===== src/rtl/pxt_pkg.sv =====
// Package pxt_pkg: address split and entry layout shared by the translation
// buffer and its sub-blocks. Assumes a page size of 2**OFF_W bytes.
package pxt_pkg;
    localparam int VA_W      = 32;
    localparam int OFF_W     = 12;
    localparam int VPN_W     = VA_W - OFF_W;
    localparam int PFN_W     = 20;
    localparam int PA_W      = PFN_W + OFF_W;
    localparam int PROT_W    = 3;
    localparam int PROT_WR   = 1;   // protection bit that grants write access

    typedef struct packed {
        logic [VPN_W-1:0]  vpn;
        logic [PFN_W-1:0]  pfn;
        logic [PROT_W-1:0] prot;
        logic              used;
        logic              dirty;
    } pxt_entry_t;
endpackage


===== src/rtl/pxt_match.sv =====
// Module pxt_match: compares one key against every stored page number in
// parallel and reports the lowest-numbered valid match.
// Assumes N >= 2. With duplicate pages present, the lowest index wins.
module pxt_match #(
    parameter int N  = 8,
    parameter int TW = 20,
    localparam int IW = $clog2(N)
) (
    input  logic [N-1:0][TW-1:0] tags,
    input  logic [N-1:0]         vld,
    input  logic [TW-1:0]        key,
    output logic [N-1:0]         hitv,
    output logic                 any,
    output logic [IW-1:0]        idx
);
    // one comparator per entry
    for (genvar g = 0; g < N; g++) begin : g_cmp
        assign hitv[g] = vld[g] && (tags[g] == key);
    end

    assign any = |hitv;

    // priority encode: lowest matching index
    always_comb begin
        idx = '0;
        for (int i = N - 1; i >= 0; i--) begin
            if (hitv[i]) idx = IW'(i);
        end
    end
endmodule


===== src/rtl/pxt_victim.sv =====
// Module pxt_victim: picks the entry a refill overwrites.
// Order: lowest invalid entry, else lowest entry with clear use bit, else
// entry 0 with all_used raised so the caller sweeps the use bits.
module pxt_victim #(
    parameter int N = 8,
    localparam int IW = $clog2(N)
) (
    input  logic          clk,
    input  logic          rst_n,
    input  logic [N-1:0]  vld,
    input  logic [N-1:0]  used,
    output logic [IW-1:0] vic_idx,
    output logic          all_used
);
    logic          have_free, have_cold;
    logic [IW-1:0] free_idx, cold_idx;

    // scan for the lowest free and the lowest cold entry
    always_comb begin
        have_free = 1'b0;
        have_cold = 1'b0;
        free_idx  = '0;
        cold_idx  = '0;
        for (int i = N - 1; i >= 0; i--) begin
            if (!vld[i]) begin
                have_free = 1'b1;
                free_idx  = IW'(i);
            end
            if (!used[i]) begin
                have_cold = 1'b1;
                cold_idx  = IW'(i);
            end
        end
    end

    // final choice by rule order
    always_comb begin
        all_used = !have_free && !have_cold;
        if (have_free)      vic_idx = free_idx;
        else if (have_cold) vic_idx = cold_idx;
        else                vic_idx = '0;
    end

    // a free slot exists, so the pick must be free
    assert_pick_free_R8: assert property (@(posedge clk) disable iff (!rst_n)
        (vld != '1) |-> !vld[vic_idx]);

    // buffer full but some entry cold, so the pick must be cold
    assert_pick_cold_R9: assert property (@(posedge clk) disable iff (!rst_n)
        ((vld == '1) && (used != '1)) |-> !used[vic_idx]);
endmodule


===== src/rtl/page_xlate_tlb.sv =====
// Module page_xlate_tlb: fully associative translation buffer.
// Lookup outputs are combinational. Refill, invalidate, use and dirty updates
// land at the rising edge. Same-cycle order: lookup effects, then invalidate,
// then refill (the refill wins on its victim). Only valid bits are reset.
module page_xlate_tlb
    import pxt_pkg::*;
#(
    parameter int N_ENT = 8,
    localparam int IW = $clog2(N_ENT)
) (
    input  logic              clk,
    input  logic              rst_n,
    input  logic              lk_valid,
    input  logic [VA_W-1:0]   lk_vaddr,
    input  logic              lk_store,
    output logic              lk_hit,
    output logic              lk_miss,
    output logic              lk_fault,
    output logic              lk_dirty_upd,
    output logic [PA_W-1:0]   lk_paddr,
    output logic [PROT_W-1:0] lk_prot,
    input  logic              rf_valid,
    input  logic [VPN_W-1:0]  rf_vpn,
    input  logic [PFN_W-1:0]  rf_pfn,
    input  logic [PROT_W-1:0] rf_prot,
    input  logic              rf_use,
    input  logic              rf_dirty,
    input  logic              inv_valid,
    input  logic [VPN_W-1:0]  inv_vpn
);
    pxt_entry_t                   ent_q [N_ENT];
    logic [N_ENT-1:0]             vld_q;
    logic [N_ENT-1:0][VPN_W-1:0]  tags;
    logic [N_ENT-1:0]             used_v;
    logic [N_ENT-1:0]             lk_hitv;
    logic [N_ENT-1:0]             inv_hitv;
    logic                         lk_any;
    logic [IW-1:0]                lk_idx;
    logic [IW-1:0]                vic_idx;
    logic                         all_used;
    pxt_entry_t                   sel;
    logic                         wr_ok;

    // flatten entry fields for the comparator and victim picker
    always_comb begin
        for (int i = 0; i < N_ENT; i++) begin
            tags[i]   = ent_q[i].vpn;
            used_v[i] = ent_q[i].used;
        end
    end

    pxt_match #(.N(N_ENT), .TW(VPN_W)) u_lk_match (
        .tags (tags),
        .vld  (vld_q),
        .key  (lk_vaddr[VA_W-1:OFF_W]),
        .hitv (lk_hitv),
        .any  (lk_any),
        .idx  (lk_idx)
    );

    // invalidate comparators, one per entry
    for (genvar g = 0; g < N_ENT; g++) begin : g_inv
        assign inv_hitv[g] = vld_q[g] && (ent_q[g].vpn == inv_vpn);
    end

    pxt_victim #(.N(N_ENT)) u_victim (
        .clk      (clk),
        .rst_n    (rst_n),
        .vld      (vld_q),
        .used     (used_v),
        .vic_idx  (vic_idx),
        .all_used (all_used)
    );

    // lookup response from the selected entry
    always_comb begin
        sel          = ent_q[lk_idx];
        wr_ok        = sel.prot[PROT_WR];
        lk_miss      = lk_valid && !lk_any;
        lk_fault     = lk_valid && lk_any && lk_store && !wr_ok;
        lk_hit       = lk_valid && lk_any && !(lk_store && !wr_ok);
        lk_dirty_upd = lk_hit && lk_store && !sel.dirty;
        lk_paddr     = {sel.pfn, lk_vaddr[OFF_W-1:0]};
        lk_prot      = sel.prot;
    end

    // valid bits: reset, invalidate, refill
    always_ff @(posedge clk) begin
        if (!rst_n) begin
            vld_q <= '0;
        end else begin
            if (inv_valid) vld_q <= vld_q & ~inv_hitv;
            if (rf_valid) begin
                for (int i = 0; i < N_ENT; i++) begin
                    if (IW'(i) == vic_idx) vld_q[i] <= 1'b1;
                    else if (inv_valid && inv_hitv[i]) vld_q[i] <= 1'b0;
                end
            end
        end
    end

    // entry contents: use/dirty marking, use sweep, refill write
    always_ff @(posedge clk) begin
        for (int i = 0; i < N_ENT; i++) begin
            if (lk_hit && lk_idx == IW'(i)) begin
                ent_q[i].used <= 1'b1;
                if (lk_store) ent_q[i].dirty <= 1'b1;
            end
            if (rf_valid && all_used) ent_q[i].used <= 1'b0;
            if (rf_valid && vic_idx == IW'(i)) begin
                ent_q[i] <= '{vpn: rf_vpn, pfn: rf_pfn, prot: rf_prot,
                              used: rf_use, dirty: rf_dirty};
            end
        end
    end

    // outcome flags are mutually exclusive
    assert_one_outcome_R2: assert property (@(posedge clk) disable iff (!rst_n)
        $countones({lk_hit, lk_miss, lk_fault}) <= 1);

    // idle lookup port is silent
    assert_idle_quiet_R12: assert property (@(posedge clk) disable iff (!rst_n)
        !lk_valid |-> !(lk_hit || lk_miss || lk_fault || lk_dirty_upd));

    // a dirty-update request only accompanies a store hit
    assert_upd_store_R6: assert property (@(posedge clk) disable iff (!rst_n)
        lk_dirty_upd |-> (lk_hit && lk_store));

    // the dirty bit is set after a store hit (no refill in that cycle)
    assert_dirty_set_R6: assert property (@(posedge clk) disable iff (!rst_n)
        (lk_hit && lk_store && !rf_valid) |=> ent_q[$past(lk_idx)].dirty);

    // a hit marks its entry used (no refill in that cycle)
    assert_use_set_R5: assert property (@(posedge clk) disable iff (!rst_n)
        (lk_hit && !rf_valid) |=> ent_q[$past(lk_idx)].used);

    // an invalidated page leaves no valid copy
    assert_inv_gone_R4: assert property (@(posedge clk) disable iff (!rst_n)
        (inv_valid && !rf_valid) |=> ((vld_q & $past(inv_hitv)) == '0));

    // a full sweep replaces entry 0
    assert_sweep_slot0_R10: assert property (@(posedge clk) disable iff (!rst_n)
        (rf_valid && all_used) |=> vld_q[0] && (ent_q[0].vpn == $past(rf_vpn)));

    // coming out of reset, nothing is valid
    assert_reset_empty_R11: assert property (@(posedge clk)
        $rose(rst_n) |-> (vld_q == '0));
endmodule


===== config.mk =====
export PLATFORM = sky130hd
export DESIGN_NAME = page_xlate_tlb
export DESIGN_NICKNAME = d
export VERILOG_FILES = /design/src/rtl/pxt_pkg.sv /design/src/rtl/pxt_match.sv /design/src/rtl/pxt_victim.sv /design/src/rtl/page_xlate_tlb.sv
export SDC_FILE = /design/constraint.sdc
export NUM_CORES = 1
export LEC_CHECK = 0
export BUFFER_PORTS_ARGS = -buffer_cell sky130_fd_sc_hd__buf_2
export CORE_ASPECT_RATIO = 0.7
export CORE_MARGIN = 5
export CORE_UTILIZATION = 50
export DETAILED_ROUTE_END_ITERATION = 8
export PLACE_DENSITY = 0.69
export SYNTH_ARGS = -nofsm -noshare
export SYNTH_HDL_FRONTEND = slang
export SYNTH_HIERARCHICAL = 1
export SYNTH_SLANG_ARGS = --single-unit

===== constraint.sdc =====
create_clock -name clk -period 7.6 [get_ports clk]
set_clock_uncertainty 0.1 [all_clocks]
set_input_delay 0.38 -clock clk [delete_from_list [all_inputs] [get_ports clk]]
set_output_delay 0.38 -clock clk [all_outputs]
set_load 0.01 [all_outputs]

==> run_summary.xml <==
<?xml version="1.0" encoding="UTF-8"?>
<metrics>
  <group name="floorplan">
    <metric name="die_x" unit="um">231.4</metric>
    <metric name="coreArea" unit="mm2">0.03370</metric>
    <metric name="top_level_ports" unit="">142</metric>
    <metric name="initial_standard_cell_utilization_of_the_core" unit="%">50.92</metric>
    <metric name="die_h" unit="um">165.0</metric>
    <metric name="dieArea" unit="mm2">0.03819</metric>
    <metric name="rows" unit="">56</metric>
  </group>
  <group name="setup_path">
    <metric name="worst_ep_arrival_time" unit="ns">4.86</metric>
    <metric name="crit_type" unit="">register to primary output</metric>
    <metric name="cp-end-kind" unit="">primary output</metric>
    <metric name="crit_fanout" unit="">33</metric>
    <metric name="worstPathRequired" unit="ns">7.12</metric>
    <metric name="worst-r2r-setup-slack" unit="ns">3.03</metric>
    <metric name="type_of_element_launching_the_critical_path" unit="">register</metric>
  </group>
  <group name="sta">
    <metric name="worst_slew_pin_slew" unit="ns">0.9123</metric>
    <metric name="period_utilisation_layout" unit="%">70.27</metric>
    <metric name="setup_total_negative_slack" unit="ns">0</metric>
    <metric name="finalHoldViolCount" unit="">0</metric>
    <metric name="finalSetupViolations" unit="">0</metric>
    <metric name="whs" unit="ns">0.02285</metric>
    <metric name="timing.final.max_slew_violations" unit="">0</metric>
    <metric name="timing.final.crit_period" unit="ns">5.341</metric>
    <metric name="fmax" unit="GHz">0.1872</metric>
    <metric name="relSlewSlack" unit="%">39.18</metric>
    <metric name="grt_setup_unrepaired" unit="">false</metric>
  </group>
  <group name="synth">
    <metric name="synth.ff_latch_count" unit="">368</metric>
    <metric name="dominant_synthesized_flop_cell" unit="">sky130_fd_sc_hd__edfxtp_1</metric>
    <metric name="syn_area" unit="mm2">0.01716</metric>
    <metric name="ys_types" unit="">52</metric>
    <metric name="synthDominantAreaCellType" unit="">sky130_fd_sc_hd__edfxtp_1</metric>
    <metric name="seq_area_frac_synth" unit="%">63.86</metric>
    <metric name="edff_count_synth" unit="">359</metric>
    <metric name="mappedNetlistNets" unit="">1204</metric>
    <metric name="synthesis.yosys.warnings" unit="">6</metric>
    <metric name="synthArstFlopShare" unit="%">0</metric>
    <metric name="postSynthAreaPerCell" unit="um2">15.59</metric>
    <metric name="yosys.area.top_type_share" unit="%">62.81</metric>
    <metric name="post_synth_inst_count" unit="">1101</metric>
    <metric name="synth_area_leaders" unit="">sky130_fd_sc_hd__edfxtp_1, sky130_fd_sc_hd__xnor2_1, sky130_fd_sc_hd__mux4_2</metric>
  </group>
  <group name="route">
    <metric name="wl_per_cell" unit="um">28.15</metric>
    <metric name="drcViolationCount" unit="">0</metric>
    <metric name="drt_pass1_iterations" unit="">5</metric>
    <metric name="post_drt_via_cell_ratio" unit="">5.844</metric>
    <metric name="via_count" unit="">9865</metric>
    <metric name="ant_nets" unit="">0</metric>
    <metric name="initialDrtViolationCount" unit="">1329</metric>
    <metric name="wirelength" unit="um">47520</metric>
  </group>
  <group name="layout">
    <metric name="final_common_cell" unit="">sky130_fd_sc_hd__edfxtp_1</metric>
    <metric name="most_frequent_cells_in_the_layout" unit="">sky130_fd_sc_hd__edfxtp_1, sky130_fd_sc_hd__xnor2_1, sky130_fd_sc_hd__buf_2</metric>
    <metric name="area_delta_synth_final" unit="%">11.33</metric>
    <metric name="layout.nets" unit="">1303</metric>
    <metric name="post_route_cells_drive_above_1_share" unit="%">22.30</metric>
    <metric name="antennaDiodeCount" unit="">0</metric>
  </group>
  <group name="pwr">
    <metric name="ir_worst_vdd" unit="mV">0.1738</metric>
    <metric name="total_power" unit="mW">4.299</metric>
    <metric name="static_leakage" unit="nW">6.148</metric>
    <metric name="powerDensity" unit="mW/mm2">225.0</metric>
  </group>
  <group name="clocking">
    <metric name="clock_tree_from_tritoncts" unit="">done</metric>
    <metric name="cts_resized" unit="">0</metric>
    <metric name="clockBufferDepth" unit="">3</metric>
    <metric name="clock-root-buffer" unit="">sky130_fd_sc_hd__clkbuf_16</metric>
    <metric name="clk_transition_reported_paths" unit="ns">0.06</metric>
    <metric name="htree_levels" unit="">2</metric>
    <metric name="clk-insertion-delay-late" unit="ns">0.54</metric>
    <metric name="cts_made_buffers" unit="">36</metric>
    <metric name="cts_sinks" unit="">368</metric>
  </group>
  <group name="grt">
    <metric name="global_route.usage.met1" unit="%">38.12</metric>
    <metric name="grt_util_met3" unit="%">10.35</metric>
    <metric name="first_global_vias" unit="">9700</metric>
    <metric name="groute.usage.overall" unit="%">24.94</metric>
    <metric name="grt_start_max_net_pins" unit="">57</metric>
    <metric name="grt.busiest_layer" unit="">met1</metric>
    <metric name="grt_antenna_before_repair" unit="">2</metric>
    <metric name="gr-total-overflow" unit="">0</metric>
    <metric name="grt_pass1_wl" unit="um">68130</metric>
    <metric name="groute.layer.met2.usage" unit="%">33.53</metric>
  </group>
  <group name="placement">
    <metric name="dp.final_hpwl" unit="um">32920</metric>
    <metric name="io_buffers" unit="">117</metric>
    <metric name="routabilityCongestion" unit="">1.011</metric>
  </group>
  <group name="worst_hold_path">
    <metric name="hp-class" unit="">input pin to register</metric>
  </group>
  <group name="flow_run">
    <metric name="max_capacitance_violation_count" unit="">0</metric>
  </group>
  <group name="outcome">
    <metric name="outcome" unit="">finished clean</metric>
  </group>
</metrics>
## stage by stage
step	setup WS (ns)	util (%)	cells	area (um2)
after floorplan	4.206	-	1101	17160
after global placement	2.696	53.40	1625	18000
after detailed placement	2.669	53.40	1625	18000
after CTS	2.263	56.69	1688	19110
after global routing	2.041	56.69	1688	19110
final	2.259	56.69	1688	19110
## where the power goes
group	total (mW)	leakage [nW]	internal (mW)	switching [mW]
Combinational	0.322	2.26	0.110	0.212
Clock	1.70	0.533	0.960	0.736
Sequential	2.28	3.36	2.26	0.0173
## cell families after synthesis
family,synth area share (%)
flops,63.86
simple gates,6.751
mux,7.735
compound gates,2.245
xor+xnor,16.32
buf+inv,3.084
## path summary, 6_finish.rpt
kind              cells after the start      endpoint         start
setup / recovery                     11  lk_paddr[22]  ent_q[3][39]
hold / removal                        1   ent_q[4][8]     rf_pfn[3]
setup reg to reg                     10   ent_q[0][1]  ent_q[3][39]
hold reg to reg                       2      vld_q[7]  ent_q[7][25]
## layout make-up
type,count,area (um2)
Clock buffer,50,1006
Clock inverter,12,92.59
Fill cell,2667,14600
Inverter,20,75.07
Multi-Input combinational cell,643,5699
Sequential cell,368,10960
Tap cell,464,580.6
Timing Repair Buffer,131,693.2
## per-layer routing
layer,share of wire (%),wire [um]
met1,45,21330
met2,40,19150
met3,13,6227
met4,1.7,789
met5,0.055,26
## flip-flops by register name, indices dropped and copies added, names as in the netlist
name,count
ent_q,360
vld_q,8
## critical path, stage by stage, from the launching register on
cell,delay [ns]
sky130_fd_sc_hd__edfxtp_1,0.47
sky130_fd_sc_hd__xor2_1,0.25
sky130_fd_sc_hd__nor4_1,0.79
sky130_fd_sc_hd__nand3_1,0.27
sky130_fd_sc_hd__nor4_4,0.24
sky130_fd_sc_hd__a21oi_1,0.11
sky130_fd_sc_hd__o22ai_4,0.10
sky130_fd_sc_hd__buf_4,0.39
sky130_fd_sc_hd__buf_4,0.64
sky130_fd_sc_hd__mux4_2,0.58
sky130_fd_sc_hd__mux2_2,0.31
sky130_fd_sc_hd__buf_2,0.15
## synthesized netlist by cell type, types with 8 or more instances
library cell / number
sky130_fd_sc_hd__nand2_1: 20
sky130_fd_sc_hd__and3_1: 8
sky130_fd_sc_hd__nor4_1: 34
sky130_fd_sc_hd__buf_2: 21
sky130_fd_sc_hd__mux2_2: 23
sky130_fd_sc_hd__mux4_2: 47
sky130_fd_sc_hd__inv_1: 19
sky130_fd_sc_hd__xnor2_1: 214
sky130_fd_sc_hd__dfxtp_1: 9
sky130_fd_sc_hd__xor2_1: 104
sky130_fd_sc_hd__buf_6: 8
sky130_fd_sc_hd__nand4_1: 53
sky130_fd_sc_hd__edfxtp_1: 359
sky130_fd_sc_hd__a31oi_1: 10
sky130_fd_sc_hd__buf_4: 28
sky130_fd_sc_hd__o21ai_0: 22
sky130_fd_sc_hd__clkbuf_1: 12
sky130_fd_sc_hd__a21oi_1: 13
sky130_fd_sc_hd__nor2_1: 19
sky130_fd_sc_hd__nand3_1: 15
## repair_timing
action | in CTS | in global routing
buffers inserted | 0 | 0
endpoints found under the hold margin | 8 | 0
hold buffers | 1 | 0
Note: power is estimated with default switching activity, not from simulation.
